===== src/rtl/burst_pulse_gen.sv =====
module burst_pulse_gen #(
  parameter int COUNT_W     = 16,
  parameter int NUM_PERIODS = 4,
  parameter int BASE_LOG2   = 1
) (
  input  logic               clk,
  input  logic               rst_n,
  input  logic               start_trig,
  input  logic               stop_trig,
  input  logic               sel_trig,
  output logic               pulse_out,
  output logic               running,
  output logic [COUNT_W-1:0] burst_count
);
  localparam int SEL_W = (NUM_PERIODS > 1) ? $clog2(NUM_PERIODS) : 1;
  localparam int PH_W  = BASE_LOG2 + NUM_PERIODS;
  localparam logic [SEL_W-1:0] SEL_TOP = SEL_W'(NUM_PERIODS - 1);

  logic [SEL_W-1:0] sel_q, sel_nxt, live_sel;
  logic [PH_W-1:0]  phase, live_last;
  logic             boundary, go;

  assign sel_nxt   = !sel_trig ? sel_q : (sel_q == SEL_TOP) ? '0 : sel_q + 1'b1;
  assign live_last = (PH_W'(1) << (BASE_LOG2 + int'(live_sel))) - 1'b1;
  assign boundary  = running && (phase == live_last);
  assign go        = start_trig && !running && !stop_trig;

  always_ff @(posedge clk or negedge rst_n) begin
    if (!rst_n) begin
      sel_q       <= '0;
      live_sel    <= '0;
      phase       <= '0;
      running     <= 1'b0;
      pulse_out   <= 1'b0;
      burst_count <= '0;
    end else begin
      sel_q <= sel_nxt;
      if (stop_trig) begin
        running   <= 1'b0;
        pulse_out <= 1'b0;
        phase     <= '0;
      end else if (go) begin
        running     <= 1'b1;
        pulse_out   <= 1'b0;
        phase       <= '0;
        live_sel    <= sel_nxt;
        burst_count <= '0;
      end else if (boundary) begin
        pulse_out   <= 1'b1;
        phase       <= '0;
        live_sel    <= sel_nxt;
        burst_count <= burst_count + 1'b1;
      end else begin
        pulse_out <= 1'b0;
        if (running) phase <= phase + 1'b1;
      end
    end
  end

  AST_PULSE_ONE_WIDE: assert property (@(posedge clk) disable iff (!rst_n)
    pulse_out |=> !pulse_out);
  AST_IDLE_SILENT: assert property (@(posedge clk) disable iff (!rst_n)
    !running |-> !pulse_out);
  AST_STOP_HALTS: assert property (@(posedge clk) disable iff (!rst_n)
    stop_trig |=> (!running && !pulse_out));
  AST_BUSY_START_IGNORED: assert property (@(posedge clk) disable iff (!rst_n)
    (running && !stop_trig) |=> running);
  AST_START_CLEARS: assert property (@(posedge clk) disable iff (!rst_n)
    $rose(running) |-> (burst_count == '0 && !pulse_out));
  AST_COUNT_STEP: assert property (@(posedge clk) disable iff (!rst_n)
    $rose(pulse_out) |-> (burst_count == $past(burst_count) + 1'b1));
  AST_IDLE_HOLD: assert property (@(posedge clk) disable iff (!rst_n)
    (!running && !start_trig) |=> $stable(burst_count));
endmodule


===== config.mk =====
export PLATFORM = sky130hd
export DESIGN_NAME = burst_pulse_gen
export DESIGN_NICKNAME = d
export VERILOG_FILES = /design/src/rtl/burst_pulse_gen.sv
export SDC_FILE = /design/constraint.sdc
export NUM_CORES = 1
export LEC_CHECK = 0
export ABC_AREA = 1
export BUFFER_PORTS_ARGS = -buffer_cell sky130_fd_sc_hd__buf_2
export CORE_ASPECT_RATIO = 0.5
export CORE_MARGIN = 2
export CORE_UTILIZATION = 35
export CTS_CLUSTER_DIAMETER = 30
export CTS_CLUSTER_SIZE = 14
export DETAILED_ROUTE_END_ITERATION = 12
export PLACE_DENSITY_LB_ADDON = 0.05
export SYNTH_ARGS = -nofsm -noshare
export SYNTH_HDL_FRONTEND = slang
export SYNTH_SLANG_ARGS = --single-unit

===== constraint.sdc =====
create_clock -name clk -period 1.4 [get_ports clk]
set_input_delay 0.07 -clock clk [delete_from_list [all_inputs] [get_ports clk]]
set_output_delay 0.07 -clock clk [all_outputs]
set_load 0.02 [all_outputs]

# Word level (Yosys, flattened, before mapping)
# Index checks and enable logic that the tools add are counted.
# Widths: inputs -> output; s select.
# classes
n_mul	0
addsub	5
n_reduce_logical	9
bitwise	1
magnitude_cmp	0
eq_ne	2
div_mod_pow	0
shifts	1
muxes	15
# ops
op	count
$mux 16	2
$mux 5	4
$add 16x1->16 const B	1
$mux 2	4
$add 5x1->5 const B	1
$eq 5x5->1	1
$mux 1	5
$shl 1x3->5 const A	1
$sub 5x1->5 const B	1
$reduce_bool 2->1	2
$reduce_bool 4->1	1
$add 1x2->3 const A	1
$logic_and 1x1->1	3
$add 2x1->2 const B	1
$eq 2x2->1 const B	1
$logic_not 1->1	2
$reduce_and 2->1	1
$not 1->1	1
# totals
reg_bits	27
mem_bits_rw	0
word_cells	39
latch_bits	0
mem_count	0
mem_bits_ro	0
output_inout_bits	18

# Logic depth before layout (Yosys ltp)
# logic_depth
ltp_word	8
mapped_depth	10

# Worst setup path after synthesis
# OpenSTA, ideal clock, no wires.
# synth_path
path_kind	register to register
from	register burst_count[1]
to	register burst_count[10]
setup_ps	117
period_less_slack_ps	1496
setup_slack_ps	-96
n_path_buf	0
t_arrival_ps	1380
stages_incl_launch_ff	11
path_cell_list	dfrtp_1 > ha_1 > nand3_1 > inv_1 > nand2_1 > nor2_1 > nand2_1 > nand2_1 > nor2_1 > nand2_1 > nand2_1
# synth_via
elab_chain_cells	3
# synth_rtl
item	line	text
from (decl)	13	output logic [COUNT_W-1:0] burst_count
from (signal assigned)	52	burst_count <= burst_count + 1'b1;
$add 16x1->16	52	
$mux 16	48	end else if (boundary) begin
$mux 16	42	end else if (go) begin
# No other way between the ends. The select of a mux whose other input is x is not followed.
# A chain may end at the register's enable or synchronous reset.

# Final worst setup path
# layout_path
from	register live_sel[0]
to	register burst_count[8]
# layout_via
elab_chain_cells	7
# layout_rtl
item	line	text
from (decl)	19	logic [SEL_W-1:0] sel_q, sel_nxt, live_sel;
from (signal assigned)	46	live_sel <= sel_nxt;
from (signal assigned)	51	live_sel <= sel_nxt;
$add 1x2->3	24	assign live_last = (PH_W'(1) << (BASE_LOG2 + int'(live_sel))) - 1'b1;
$shl 1x3->5	24	
$sub 5x1->5	24	
$eq 5x5->1	25	assign boundary = running && (phase == live_last);
$logic_and 1x1->1	25	
$reduce_bool 2->1 (no source line)	-	
$reduce_and 2->1 (no source line)	-	
# No other way between the ends.

==> impl_metrics.py <==
metrics = {
    "final_layout": {
        "n_antenna_cell": 0,
        "final.fill_count": 432,
        "drive_above_1_share_pct": 26.5,
        "multiInputGateArea_um2": 830,
        "areaGrowthSynthToFinish_pct": 26.6,
        "final-instance-count-excl-fill": 307,
        "layout.area.seq_um2": 681,
        "finalNetCount": 262,
    },
    "yosys": {
        "synthesis.area_um2": 1540,
        "synth.distinct_cells": 22,
        "ys_seq_area_share_pct": 43.9,
        "synth_enable_flop_cells": 0,
        "ys_warn_count": 0,
        "postSynthNetCount": 217,
        "syn-mean-instance-area_um2": 7.37,
        "postSynthCellCount": 209,
        "asyncSetResetFlopFracSynth_pct": 100,
        "post_synth_most_frequent_cells": "sky130_fd_sc_hd__nand2_1 (85), sky130_fd_sc_hd__nor2_1 (31), sky130_fd_sc_hd__dfrtp_1 (27)",
        "ys_ff_latch": 27,
        "synthMostInstantiatedCell": "sky130_fd_sc_hd__nand2_1",
        "synth_area_leader_cell": "sky130_fd_sc_hd__dfrtp_1",
        "synthFlopType": "sky130_fd_sc_hd__dfrtp_1",
        "synth_largest_type_area_fraction_pct": 43.9,
        "synth_top_cells_by_area": "sky130_fd_sc_hd__dfrtp_1 (44%), sky130_fd_sc_hd__nand2_1 (21%), sky130_fd_sc_hd__nor2_1 (7.6%)",
    },
    "global_route": {
        "wire_length_of_the_first_global_routing_pass_mm": 6.44,
        "first_global_vias": 1372,
        "grt_antenna_before_repair": 0,
        "globalRoute.totalOverflow": 0,
        "grt_start_max_net_pins": 28,
        "grt_usage_pct": 16.1,
    },
    "setup_path": {
        "cp_data_required_time_ps": 1620,
        "cp_max_fo": 5,
        "cp-start-kind": "flop",
        "timing.critical_path.to_type": "flop",
        "critical_path_class": "flop to flop",
        "crit_path_dat_ps": 1590,
    },
    "route": {
        "drt_pre_antenna_iters": 4,
        "postRouteWirelength_mm": 3.75,
        "vias": 1451,
        "vias_per_cell": 4.73,
        "drc": 0,
        "detail_route.iter0.violations": 73,
        "wl_per_instance_um": 12.2,
        "postRouteAntennaNets": 0,
    },
    "timing": {
        "period_share_pct": 97.6,
        "slew_violations": 0,
        "timing.final.crit_period_ps": 1370,
        "finClkSkew_ps": 8.27,
        "timing.final.hold_violations": 0,
        "worst_slew_pin_slew_ps": 632,
        "grt_setup_unrepaired": "yes",
        "fin_hold_ws_ps": 9.15,
        "worst_slew_margin_rel_pct": 57.8,
        "setup-violations-final": 0,
        "achievable-frequency_mhz": 732,
        "setup_slack_ps": 33.4,
        "totalNegativeSetupSlack_ps": 0,
    },
    "clock_tree": {
        "cts_made_buffers": 3,
        "cts_tree": "built",
        "path_clk_slew_ps": 110,
        "htree_num_levels": 1,
        "maximum_clock_path_buffer_count": 2,
        "cts_sinks": 27,
        "clockRootBuffer": "sky130_fd_sc_hd__clkbuf_8",
        "clkLatencyLatePin_ps": 280,
    },
    "power": {
        "switchingPower_mw": 0.889,
        "power.switching_fraction_pct": 38.1,
        "power_per_cell_area_nw_per_um2": 1200,
        "sequential_share_of_power_pct": 47.3,
        "irDropWorstVdd_uv": 468,
        "power.share.combinational_pct": 32.3,
        "power.internal_mw": 1.45,
        "power.share.clock_pct": 20.4,
        "p_leak_nw": 0.994,
    },
    "job": {
        "max_cap_violations": 0,
    },
    "worst_hold_path": {
        "min_path_type": "input port to flop",
    },
    "floorplan": {
        "chipWidth_um": 97.8,
        "pin_count": 23,
        "initial_core_util_pct": 37.9,
        "core_area_um2": 4060,
        "floorplan.die_area_um2": 4980,
        "core.rowCount": 16,
        "die_boundary_height_um": 50.9,
    },
    "placed_design": {
        "portBuffers": 22,
        "detailedPlacementHpwl_mm": 2.60,
        "pre_cts_ws_ps": -6.36,
        "placed_cells": 296,
        "routabilityCongestion": 0.830,
    },
    "outcome": {
        "run_status": "completed",
    },
}
-- stage by stage --
stage                     util [%]  cell area, um^2  power, mW
final                         48.0             1950       2.33
after global routing          48.0             1950       2.53
after CTS                     46.0             1870       2.31
after detailed placement      44.2             1800       1.81
after global placement        44.2             1800       1.80
after floorplan                  -             1540       1.56
-- placed cells by master, fill, tap and decap left out, types with 2 or more instances in the layout --
master                       instances
sky130_fd_sc_hd__nand2_1            85
sky130_fd_sc_hd__nor2_1             29
sky130_fd_sc_hd__dfrtp_1            23
sky130_fd_sc_hd__buf_2              22
sky130_fd_sc_hd__buf_4              17
sky130_fd_sc_hd__inv_1              12
sky130_fd_sc_hd__nand3_1             8
sky130_fd_sc_hd__xor2_1              8
sky130_fd_sc_hd__a21oi_1             5
sky130_fd_sc_hd__nor2_2              5
sky130_fd_sc_hd__nand4_1             4
sky130_fd_sc_hd__dfrtp_2             4
sky130_fd_sc_hd__clkinvlp_4          3
sky130_fd_sc_hd__o21bai_1            3
sky130_fd_sc_hd__ha_1                3
sky130_fd_sc_hd__clkbuf_8            3
sky130_fd_sc_hd__nand2_2             2
sky130_fd_sc_hd__nand3_2             2
sky130_fd_sc_hd__nor3_1              2
sky130_fd_sc_hd__xnor2_1             2
-- final timing paths --
path / from / end / slack (ps) / cells after the start
setup / recovery: live_sel[0] / burst_count[8] / 30 / 9
hold / removal: sel_trig / sel_q[0] / 9 / 2
setup reg to reg: live_sel[0] / burst_count[8] / 30 / 9
hold reg to reg: sel_q[0] / sel_q[0] / 500 / 1
max in group asynchronous: rst_n / burst_count[0] / 610 / 2
min in group asynchronous: rst_n / sel_q[1] / 330 / 2
-- cell families after synthesis --
logic type                 after synthesis  synth area share, %
AOI/OAI and AO/OA                       11                 4.55
xor gates and xnor gates                10                 5.69
adders and majority gates                3                 2.44
buffers and inverters                   16                 4.87
DFF                                     27                 43.9
muxes                                    1                0.731
and+or+nand+nor                        141                 37.9
-- power by group through the flow --
| stage | clock network, mW | registers, mW | logic [mW] |
|---|---|---|---|
| floorplan | 0 | 1.21 | 0.353 |
| global placement | 0 | 1.12 | 0.676 |
| detailed placement | 0 | 1.12 | 0.690 |
| CTS | 0.492 | 1.10 | 0.719 |
| global route | 0.540 | 1.14 | 0.853 |
| finish | 0.477 | 1.10 | 0.754 |
-- what timing repair did --
| item | in CTS | in global routing |
|---|---|---|
| resized for setup | 0 | 14 |
| hold buffers | 1 | 0 |
| endpoints found under the setup margin | 1 | 20 |
| cloned | 0 | 2 |
| setup buffers | 2 | 2 |
| pin swaps | 0 | 2 |
| endpoints found under the hold margin | 27 | 0 |
-- cell type report --
class                   instances  area share [%]
inverters                      14            2.89
multi-input cells             166            42.6
clock buffers                   3            2.12
flip-flops and latches         27            34.9
well taps                      54            3.47
clock inverters                 1           0.385
repair inverters                1           0.385
repair buffers                 41            13.3
-- sequential cells by signal, indices dropped and copies added, names as in the netlist --
signal and cells:
burst_count 16, phase 5, live_sel 2, sel_q 2, pulse_out 1, running 1
-- metal layers --
layer / share of wire [%] / up-vias / wire length [um] / global-route usage [%]
met3: 4.5 / 0 / 169 / 4.51
met4: 0 / 0 / 0 / 2.08
met1: 52 / 683 / 1970 / 22.3
li1: - / 740 / - / -
met2: 43 / 28 / 1620 / 25.9
met5: 0 / - / 0 / 0
-- worst max-delay path, stage by stage (launching register included) --
cell	delay [ps]
sky130_fd_sc_hd__dfrtp_1	420
sky130_fd_sc_hd__inv_1	50
sky130_fd_sc_hd__nand2_1	50
sky130_fd_sc_hd__nand2_1	60
sky130_fd_sc_hd__a21oi_2	170
sky130_fd_sc_hd__nand2_4	100
sky130_fd_sc_hd__a21oi_4	200
sky130_fd_sc_hd__buf_4	160
sky130_fd_sc_hd__nand2_1	50
sky130_fd_sc_hd__nand2_1	50
Power figures use the tool's default switching activity.
